`src/rtl/rx_len_check.sv`:
```
module rx_len_check #(
  parameter int MIN_LEN  = 64,
  parameter int STD_MAX  = 1518,
  parameter int TAG_MAX  = 1522,
  parameter int HARD_CAP = 1536,
  localparam int LEN_W   = $clog2(HARD_CAP + 1)
) (
  input  logic             clk,
  input  logic             rst_n,
  input  logic             cfg_pass_big,
  input  logic             cfg_tag_aware,
  input  logic             in_valid,
  input  logic             in_sof,
  input  logic             in_eof,
  output logic             stat_valid,
  output logic [LEN_W-1:0] stat_len,
  output logic             stat_runt,
  output logic             stat_big,
  output logic             stat_drop,
  output logic             trunc_abort
);

  localparam logic [LEN_W-1:0] MIN_L = LEN_W'(MIN_LEN);
  localparam logic [LEN_W-1:0] STD_L = LEN_W'(STD_MAX);
  localparam logic [LEN_W-1:0] TAG_L = LEN_W'(TAG_MAX);
  localparam logic [LEN_W-1:0] CAP_L = LEN_W'(HARD_CAP);

  logic [LEN_W-1:0] cnt, nxt, lmax;
  logic busy, beat, done, cap_hit, runt_c, big_c;

  assign beat    = in_valid & (in_sof | busy);
  assign nxt     = in_sof ? LEN_W'(1) : cnt + 1'b1;
  assign done    = beat & in_eof;
  assign cap_hit = beat & ~in_eof & (nxt == CAP_L);
  assign lmax    = cfg_tag_aware ? TAG_L : STD_L;
  assign runt_c  = nxt < MIN_L;
  assign big_c   = nxt > lmax;

  always_ff @(posedge clk) begin
    if (!rst_n) begin
      cnt         <= '0;
      busy        <= 1'b0;
      stat_valid  <= 1'b0;
      stat_len    <= '0;
      stat_runt   <= 1'b0;
      stat_big    <= 1'b0;
      stat_drop   <= 1'b0;
      trunc_abort <= 1'b0;
    end else begin
      stat_valid  <= done | cap_hit;
      trunc_abort <= cap_hit;
      if (beat) cnt <= nxt;
      if (done | cap_hit)    busy <= 1'b0;
      else if (in_valid & in_sof) busy <= 1'b1;
      if (done | cap_hit) begin
        stat_len  <= nxt;
        stat_runt <= done & runt_c;
        stat_big  <= cap_hit | big_c;
        stat_drop <= cap_hit | runt_c | (big_c & ~cfg_pass_big);
      end
    end
  end

endmodule

```
`config.mk`:
```
export PLATFORM = sky130hd
export DESIGN_NAME = rx_len_check
export DESIGN_NICKNAME = d
export VERILOG_FILES = /design/src/rtl/rx_len_check.sv
export SDC_FILE = /design/constraint.sdc
export NUM_CORES = 1
export LEC_CHECK = 0
export BUFFER_PORTS_ARGS = -buffer_cell sky130_fd_sc_hd__buf_2
export CAP_MARGIN = 0
export CORE_AREA = 2 2 83 85
export CTS_BUF_LIST = sky130_fd_sc_hd__clkbuf_16
export CTS_CLUSTER_SIZE = 25
export DETAILED_ROUTE_END_ITERATION = 10
export DIE_AREA = 0 0 85 87
export HOLD_SLACK_MARGIN = 0.15
export MAX_ROUTING_LAYER = met4
export SYNTH_ARGS = -nofsm -noshare
export SYNTH_HDL_FRONTEND = slang
export SYNTH_SLANG_ARGS = --single-unit
```
`constraint.sdc`:
```
create_clock -name clk -period 6.1 [get_ports clk]
set_input_delay 0.915 -clock clk [delete_from_list [all_inputs] [get_ports clk]]
set_output_delay 0.915 -clock clk [all_outputs]
set_load 0.05 [all_outputs]
```
**After elaboration in Yosys (flattened, before gate mapping)**

Index checks and enable logic that the tools add are counted.
Widths: inputs -> output; s select.

- $add $sub $neg: 1
- Shifts and indexed selects: 0
- Div/mod/pow operators: 0
- Bitwise operators: 15
- $lt $le $gt $ge: 2
- Multiplexer cells: 2
- Equal/unequal tests: 1
- Multiply operators: 0
- Reduce and logical (&&, ||, !) cells: 1

Operator list:

| operator | count |
|---|---|
| $add 11x1->11 const B | 1 |
| $eq 11x11->1 const B | 1 |
| $gt 11x11->1 | 1 |
| $lt 11x7->1 const B | 1 |
| $mux 11 | 1 |
| $and 1x1->1 | 7 |
| $mux 5 | 1 |
| $or 1x1->1 | 5 |
| $not 1->1 | 3 |
| $reduce_or 2->1 | 1 |

- Memories: 0
- Bits in latches: 0
- Logic and storage cells: 30
- Flip-flop bits (word level): 28
- Bits in writable memories: 0
- Input port bits: 7
- Output and inout bits: 16
- Memory bits (read-only): 0

**Longest topological paths before layout**

Gate-level depths: netlist (run 1).

- Depth in word-level cells: 6
- Gate-level depth with buffers: 13
- Depth with buffers taken out: 12

**Worst setup path after synthesis (run 1)**

No wires, ideal clock.

- Path type: input -> register
- From: in in_sof
- To: reg stat_len[4]
- Setup slack: 3210 ps
- Library setup time: 117 ps
- Stages on the path: 8
- Data arrival time: 2773 ps
- Data required time: 5983 ps
- Path through: buf_4 > nor2_1 > or4_1 > or3_4 > o31ai_4 > buf_6 > mux2i_1 > nor2b_1

RTL lines:

| element | line | RTL |
|---|---|---|
| start, declared | 13 | `input logic in_sof,` |
| $mux 11 | 32 | `assign nxt = in_sof ? LEN_W'(1) : cnt + 1'b1;` |
| net nxt[2] | 28 | `logic [LEN_W-1:0] cnt, nxt, lmax;` |
| $eq 11x11->1 | 34 | `assign cap_hit = beat & ~in_eof & (nxt == CAP_L);` |
| $and 1x1->1 | 34 |  |
| $or 1x1->1 | 55 | `if (done \| cap_hit) begin` |
| end signal, assigned | 56 | `stat_len <= nxt;` |
| end, declared | 16 | `output logic [LEN_W-1:0] stat_len,` |

The timed path passes the listed nets, and every way through them passes these cells.
A chain may end at the register's enable or synchronous reset.

**Worst setup path after layout (run 1)**

- From: in in_sof
- To: reg stat_len[2]

RTL lines:

| element | line |
|---|---|
| $mux 11 (*) | 32 |
| net nxt[2] | 28 |
| $eq 11x11->1 | 34 |
| $and 1x1->1 | 34 |
| $or 1x1->1 | 55 |

The timed path passes the listed nets; every way through them passes the cells marked *.

==> results_dict.tcl, run 1 <==
set metrics [dict create \
    total_power_mw 0.365 \
    multiInputGateArea_um2 960 \
    max_stage_delay_ns 0.76 \
    synth_warnings 0 \
    synth_cell_types 49 \
    dp_hpwl_um 2610 \
    drive_above_1_share_pct 16.3 \
    switching_power_mw 0.0814 \
    reg2regPathDepth 8 \
    grt_pass1_wl_um 6470 \
    dpl.cell_count 273 \
    async_flop_share_pct 0 \
    die_w_um 85 \
    first_pass_iters 4 \
    fmax_mhz 311 \
    coreArea_um2 6570 \
    routed_wirelength_um 3640 \
    vias 1358 \
    die-area_um2 7400 \
    mostFrequentLayoutCell "dfxtp_1" \
    hold_start "stat_runt" \
    relSlewSlack_pct 42.0 \
    fin_nets 209 \
    cp.arrival_ns 3.37 \
    syn_nets 193 \
    path_clk_slew_ns 0.07 \
    cp-end-kind "register" \
    worst-path-buf-inv 1 \
    grt_use_total_pct 10.8 \
    drc_errors 0 \
    max_cap_violations 0 \
    regArea_um2 561 \
    ys_seq_area_share_pct 35.2 \
    drt-initial-drc-count 35 \
    grt_pass1_vias 1342 \
    grt_max_degree 29 \
    final_cells 276 \
    overflow 0 \
    p_int_mw 0.283 \
    status "complete, no violations" \
    cts_num_sinks 28 \
    ys_dominant_reg_cell "dfxtp_1" \
    portBuffers 22 \
    critical_path.cell_chain "buf_2, nor2_1, or4_1, or3_4, o31ai_4, mux2i_1, nor2b_1" \
    worstSetupEndpoint "stat_len[2]" \
    cts_tree "built" \
    gp_congestion 0.861 \
    fp.dieH_um 87 \
    fin_crit_sh_pct 52.7 \
    finalSetupTns_ns 0 \
    cp.depth 7 \
    hold_violations 0 \
    required_ns 6.25 \
    combPwrFrac_pct 8.6 \
    fin_area_um2 1820 \
    ys_ff_latch 28 \
    n_antenna_cell 0 \
    worstSkewPairLatency_ns 0.26 \
    antenna_found_initial 0 \
    clk_path_buf_depth 2 \
    synth_cells 182 \
    placed_cell_area_um2 1740 \
    rows 30 \
    worstSetupStartpointType "primary input" \
    vdd_drop_max_uv 112 \
    grt_setup_unrepaired "no" \
    hold_path.class "reg -> reg" \
    r2r_setup_slack_ns 2.90 \
    viasPerCell 4.92 \
    cts-resized-gates 0 \
    worstSetupStartpoint "in_sof" \
    io_pins 23 \
    synth_edf_count 0 \
    reg2reg_to "stat_len[2]" \
    postCtsSetupBuffers 0 \
    fin_crit_ns 3.22 \
    power.share.switching_pct 22.3 \
    syn-cell-area_um2 1590 \
    syn_avg_cell_area_um2 8.76 \
    cts_hold_buffers 0 \
    syn_to_final_growth_pct 14.0 \
    fin_skew_ns 0.00471 \
    total_leakage_power_nw 0.631 \
    final_antenna_net_count 0 \
    cts_made_buffers 3 \
    finalSetupViolCount 0 \
    p_clk_share_pct 39.9 \
    avgRoutedWirePerCell_um 13.2 \
    fill_cells 687 \
    critPathTopFamily "simple AND/OR/NAND/NOR gates" \
    critical_path_class "in -> reg" \
    cts_root_buffer "clkbuf_16" \
    reg2reg_from "cnt[0]" \
    cpMaxStageDelayCell "o31ai_4" \
    h-tree-depth 1 \
    final_cell_mix "dfxtp_1, buf_2, nand2_1" \
    worst_pin_slew_ns 0.870 \
    power.density_nw_per_um2 201 \
    path_max_fanout 20 \
    seq_power_share_pct 51.5 \
    maxSlewViolCount 0 \
    start_util_pct 24.3 \
]
==> state kept, by name (all words and copies together), names as in the netlist <==
name         count
trunc_abort      1
stat_big         1
stat_len        11
stat_valid       1
stat_runt        1
cnt             11
stat_drop        1
busy             1
==> Yosys cell counts (2+ instances only) <==
library cell  instances  area share, %
nand2b_1              2           0.78
a21oi_1               4            1.3
o21a_1                2           0.94
buf_2                 2           0.63
mux2i_1              11            6.9
or3_1                 2           0.78
and2_1                3            1.2
nand4b_1              2            1.1
o211ai_1              3            1.4
or4_1                 3            1.4
nor2_1                7            1.6
nor3_1                5            1.6
a21boi_1              3            1.4
clkbuf_1              6            1.4
xnor2_1               2            1.1
dfxtp_1              28             35
buf_6                 2            1.4
nand4_1               3            1.2
ha_1                  4            3.1
nor2b_1              15            5.9
a21boi_0              5            2.4
buf_4                 2           0.94
o211a_1               2            1.3
o21ai_0               7            2.2
nand3_1               9            2.8
xor2_1                4            2.2
nor3b_1               2           0.94
nand2_1              21            4.9
==> metrics by stage <==
| stage | worst slack, ns | util (%) | hold WS [ns] |
|---|---|---|---|
| floorplan | 3.21 | - | 0.462 |
| global placement | 2.63 | 26.5 | 0.474 |
| detailed placement | 2.60 | 26.5 | 0.482 |
| CTS | 2.86 | 27.7 | 0.492 |
| global route | 2.66 | 27.7 | 0.516 |
| finish | 2.88 | 27.7 | 0.488 |
==> metal layers <==
| layer | routed length (um) | vias up | track usage, % |
|---|---|---|---|
| met2 | 1640 | 31 | 16.5 |
| met5 | 0 | - | - |
| met4 | 40 | 0 | 4.62 |
| met1 | 1820 | 638 | 14.5 |
| li1 | - | 685 | - |
| met3 | 133 | 4 | 1.33 |
==> cell type report <==
cell class	instances	area share (%)
Multi-Input combinational cell	141	52.8
Sequential cell	28	30.9
Timing Repair Buffer	23	6.47
Tap cell	80	5.51
Clock buffer	3	4.13
Inverter	1	0.207
==> cell families after synthesis <==
logic type,Yosys count,share of synthesized area [%]
AOI/OAI and AO/OA,37,17.7
xor gates and xnor gates,7,4.32
adders and majority gates,4,3.14
buffers and inverters,13,4.63
DFF,28,35.2
muxes,11,6.91
and+or+nand+nor,82,28.1
==> how the worst min path moves through the flow <==
| stage | to | slack (ns) | depth (start not counted) |
|---|---|---|---|
| floorplan | cnt[5] | 0.46 | 2 |
| global placement | stat_runt | 0.47 | 2 |
| detailed placement | stat_runt | 0.48 | 2 |
| CTS | stat_runt | 0.49 | 2 |
| global route | stat_runt | 0.52 | 2 |
| finish | stat_runt | 0.49 | 2 |
==> power by group through the flow <==
stage / clock (mW) / combinational (mW) / sequential (mW)
detailed placement: 0 / 0.0316 / 0.192
finish: 0.146 / 0.0312 / 0.188
CTS: 0.151 / 0.0318 / 0.188
global route: 0.159 / 0.0339 / 0.188
global placement: 0 / 0.0314 / 0.192
floorplan: 0 / 0.0181 / 0.197
==> worst reg2reg max path, delay by kind of cell, from the launching register on <==
kind,cells,cell delay (ns)
xor+xnor,1,0.15
compound gates,1,0.76
flops,1,0.48
mux,1,0.27
fa+ha+maj,1,0.43
simple gates,4,1.02
Note: power is estimated with default switching activity, not from simulation.
==> run 2: changes to the inputs <==
- clock period: 6.1 -> 2.8 ns (I/O delays scaled with it)
==> run 2 against run 1 <==
Register-to-register slack lost 2.6 ns; clock-buffer cell count unchanged; combinational power up 140%; critical path depth increased by 1; largest power group unchanged; power increased by 120%; largest cell class unchanged; sequential share of layout area is 0.91 points lower.
==> results_dict.tcl, run 2 (synthesis results as in run 1) <==
set metrics [dict create \
    clk_path_buf_depth 2 \
    reg2reg_from "cnt[6]" \
    vdd_drop_max_uv 304 \
    grt_pass1_wl_um 6440 \
    n_antenna_cell 0 \
    avgRoutedWirePerCell_um 13.5 \
    required_ns 2.96 \
    cts_made_buffers 3 \
    coreArea_um2 6570 \
    gp_congestion 0.880 \
    fin_skew_ns 0.00330 \
    hold_path.class "in -> reg" \
    worst-path-buf-inv 1 \
    relSlewSlack_pct 71.7 \
    io_pins 23 \
    fin_crit_ns 2.53 \
    syn_to_final_growth_pct 18.0 \
    status "complete, no violations" \
    reg2regPathDepth 8 \
    h-tree-depth 1 \
    reg_top3 "cnt: 11 flops, stat_len: 11 flops" \
    grt_setup_unrepaired "no" \
    timing.hold.ws_ns 0.447 \
    maxSlewViolCount 0 \
    antenna_found_initial 0 \
    path_clk_slew_ns 0.07 \
    fin_nets 217 \
    fmax_mhz 396 \
    drc_errors 0 \
    dp_hpwl_um 2800 \
    start_util_pct 24.3 \
    grt_pass1_vias 1338 \
    worstSkewPairLatency_ns 0.26 \
    fin_area_um2 1880 \
    hold_violations 0 \
    postCtsSetupBuffers 0 \
    reg2reg_to "stat_len[4]" \
    drt-initial-drc-count 34 \
    die-area_um2 7400 \
    path_max_fanout 11 \
    viasPerCell 4.86 \
    fill_cells 696 \
    grt_max_degree 29 \
    mostFrequentLayoutCell "dfxtp_1" \
    routed_wirelength_um 3840 \
    max_stage_delay_ns 0.55 \
    critical_path_class "reg -> reg" \
    placed_cell_area_um2 1800 \
    finalSetupViolCount 0 \
    cp.arrival_ns 2.69 \
    max_cap_violations 0 \
    portBuffers 22 \
    cp.depth 8 \
    fp.dieH_um 87 \
    power.density_nw_per_um2 432 \
    final_cell_mix "dfxtp_1, buf_2, nand2_1" \
    cpMostUsedCell "nand3_1" \
    critical_path.cell_chain "nand3_1, or4_1, o211ai_1, nand3_1, o31ai_4, buf_4, mux2i_1, nor2b_1" \
    cp-end-kind "register" \
    worstSetupEndpoint "stat_len[4]" \
    total_leakage_power_nw 0.672 \
    r2r_setup_slack_ns 0.27 \
    drive_above_1_share_pct 20.6 \
    worstSetupStartpoint "cnt[6]" \
    first_pass_iters 4 \
    worst_pin_slew_ns 0.421 \
    overflow 0 \
    cpMaxStageDelayCell "dfxtp_1" \
    rows 30 \
    cts_root_buffer "clkbuf_16" \
    vias 1381 \
    cts_num_sinks 28 \
    worstSetupStartpointType "register" \
    cts_tree "built" \
    finalSetupTns_ns 0 \
    fin_crit_sh_pct 90.3 \
    grt_use_total_pct 11.1 \
    final_antenna_net_count 0 \
    die_w_um 85 \
    critPathTopFamily "simple AND/OR/NAND/NOR gates" \
]
-- run 2: tightest hold or removal path: stages --
cell	delay, ns
buf_2	0.12
nand3_1	0.07
a21boi_1	0.06
-- run 2: per-layer routing --
layer	part of all wire (%)	track usage, %	up-vias	wire [um]
li1	-	-	699	-
met1	47	13.6	639	1790
met2	47	18.2	33	1810
met3	3.5	1.23	10	133
met4	3.0	5.77	0	114
met5	0	-	-	0
-- run 2: layout make-up --
class                      count  area (um2)  area share [%]
multi-input combinational    141         961            51.1
clock buffer                   3        75.1            3.99
timing repair buffer          31         178            9.45
tap                           80         100            5.32
inverter                       1        3.75           0.200
sequential                    28         563            29.9
-- run 2: how the worst min path moves through the flow --
stage                end  slack (ns)      start  cells after the start
2_1_floorplan     cnt[5]        0.46     cnt[5]                      2
3_3_place_gp   stat_runt        0.48  stat_runt                      2
3_5_place_dp   stat_runt        0.48  stat_runt                      2
4_1_cts        stat_runt        0.44     in_eof                      3
5_1_grt        stat_runt        0.46     in_eof                      3
6_report       stat_runt        0.45     in_eof                      3
-- run 2: metrics by stage --
| step | setup WS [ns] | power (mW) | utilization, % | std cells |
|---|---|---|---|---|
| global route | 0.0110 | 0.838 | 28.6 | 284 |
| floorplan | 0.172 | 0.468 | - | 182 |
| CTS | 0.184 | 0.817 | 28.6 | 284 |
| finish | 0.272 | 0.811 | 28.6 | 284 |
| detailed placement | 0.201 | 0.492 | 27.4 | 281 |
| global placement | 0.231 | 0.492 | 27.4 | 281 |
-- run 2: power by group --
group | switching (mW) | internal, mW | leakage [nW]
logic | 0.0463 | 0.0277 | 0.408
registers | 0.00484 | 0.404 | 0.227
clock network | 0.139 | 0.190 | 0.0370
-- run 2: timing repair --
item                                    4_1_cts  5_1_grt
resized for setup                             0        3
endpoints found under the setup margin        0        2
hold buffers                                  0        0
hold endpoints to repair                      0        0
==> run 3: changes to the inputs <==
- PLACE_DENSITY_LB_ADDON: unset -> 0.3
==> run 3 against run 2 <==
First-iteration DRC count increased by 44%; hold slack got worse by 0.0054 ns; largest cell class unchanged; critical path depth increased by 4; sequential power about the same; routed wire length increased by 0.60%; clock-buffer cell count unchanged; register-to-register slack improved by 0.06 ns; power increased by 0.47%; combinational power about the same; worst setup slack improved by 0.055 ns; die area unchanged.
==> results_dict.tcl, run 3 (synthesis results as in run 1) <==
set metrics [dict create \
    cts_tree "built" \
    critical_path_class "reg -> reg" \
    pre_cts_ws_ns 0.169 \
    grt_pass1_wl_um 6620 \
    setup_slack_ns 0.327 \
    fin_nets 219 \
    grt_pass1_vias 1365 \
    max_cap_violations 0 \
    path_max_fanout 8 \
    drt-initial-drc-count 49 \
    path_clk_slew_ns 0.07 \
    coreArea_um2 6570 \
    n_antenna_cell 0 \
    die_w_um 85 \
    required_ns 2.96 \
    first_pass_iters 4 \
    cts_num_sinks 28 \
    vdd_drop_max_uv 239 \
    dp_hpwl_um 2870 \
    cts_root_buffer "clkbuf_16" \
    worstSkewPairLatency_ns 0.26 \
    cts_made_buffers 3 \
    clk_path_buf_depth 2 \
    maxSlewViolCount 0 \
    power.density_nw_per_um2 429 \
    fin_crit_sh_pct 88.3 \
    worstSetupStartpointType "register" \
    fp.dieH_um 87 \
    grt_use_total_pct 11.3 \
    total_leakage_power_nw 0.685 \
    h-tree-depth 1 \
    viasPerCell 4.72 \
    cp-end-kind "register" \
    finalSetupTns_ns 0 \
    busiest_layer "met2" \
    mostFrequentLayoutCell "dfxtp_1" \
    fin_crit_ns 2.47 \
    vias 1356 \
    use_met1_pct 14.0 \
    avgRoutedWirePerCell_um 13.5 \
    rows 30 \
    syn_to_final_growth_pct 19.2 \
    relSlewSlack_pct 71.1 \
    cp.arrival_ns 2.63 \
    portBuffers 22 \
    reg_top3 "cnt: 11 flops, stat_len: 11 flops" \
    cts_hold_buffers 0 \
    drc_errors 0 \
    status "complete, no violations" \
    io_pins 23 \
    finalSetupViolCount 0 \
    antenna_found_initial 0 \
    final_cell_mix "dfxtp_1, buf_2, nand2_1" \
    grt_setup_unrepaired "no" \
    die-area_um2 7400 \
    grtUsageMet2_pct 19.1 \
    fin_util_pct 28.9 \
    start_util_pct 24.3 \
    gp_congestion 0.757 \
    hold_path.class "in -> reg" \
    grt_max_degree 29 \
    fin_skew_ns 0.00227 \
    worst_pin_slew_ns 0.434 \
    final_antenna_net_count 0 \
    routed_wirelength_um 3870 \
    drive_above_1_share_pct 21.3 \
    fmax_mhz 404 \
    hold_violations 0 \
    gr-usage-met3_pct 1.23 \
    overflow 0 \
]
## run 3: layout make-up
type | instances | area, um2
fill | 710 | 4670
multi-input combinational | 141 | 961
sequential | 28 | 563
timing repair buffer | 33 | 193
tap | 80 | 100
clock buffer | 3 | 75.1
clock inverter | 1 | 3.75
inverter | 1 | 3.75
## run 3: metal layers
layer  wire [um]  part of all wire (%)  vias up
met5           0                     0        -
met4          44                   1.1        0
met3          67                   1.7        5
met2        1810                    47       18
met1        1940                    50      633
li1            -                     -      700
## run 3: path summary, 6_finish.rpt
check	startpoint	endpoint	slack, ns	cells after the start
max	cnt[0]	stat_drop	0.33	12
min	in_eof	stat_runt	0.44	3
max reg2reg	cnt[0]	stat_drop	0.33	12
min reg2reg	stat_runt	stat_runt	0.49	2
## run 3: report_power, final
| part | switching, mW | leakage [nW] | internal [mW] |
|---|---|---|---|
| Combinational | 0.0466 | 0.419 | 0.0278 |
| Clock | 0.141 | 0.0385 | 0.192 |
| Sequential | 0.00461 | 0.227 | 0.404 |
| Total | 0.192 | 0.685 | 0.623 |
## run 3: metrics by stage
step	instances	hold WS [ns]	total power [mW]	cell area, um2
2_1_floorplan	182	0.462	0.468	1590
3_3_place_gp	283	0.474	0.493	1820
3_5_place_dp	283	0.480	0.492	1820
4_1_cts	287	0.442	0.827	1900
5_1_grt	287	0.462	0.845	1900
6_report	287	0.442	0.815	1900
## run 3: worst max-delay path, stage by stage, from the launching register on
cell       delay, ns
dfxtp_2         0.39
ha_1            0.22
buf_4           0.17
nand3_1         0.09
xor2_1          0.20
nor2_2          0.09
ha_1            0.20
a2111oi_1       0.37
nor3_1          0.12
a31oi_1         0.24
nor3_1          0.08
nor3_1          0.14
nor2_1          0.07
## run 3: repair_timing
item	in CTS	in global routing
hold endpoints to repair	0	0
buffers inserted	0	0
resized for setup	0	3
setup endpoints to repair	0	2
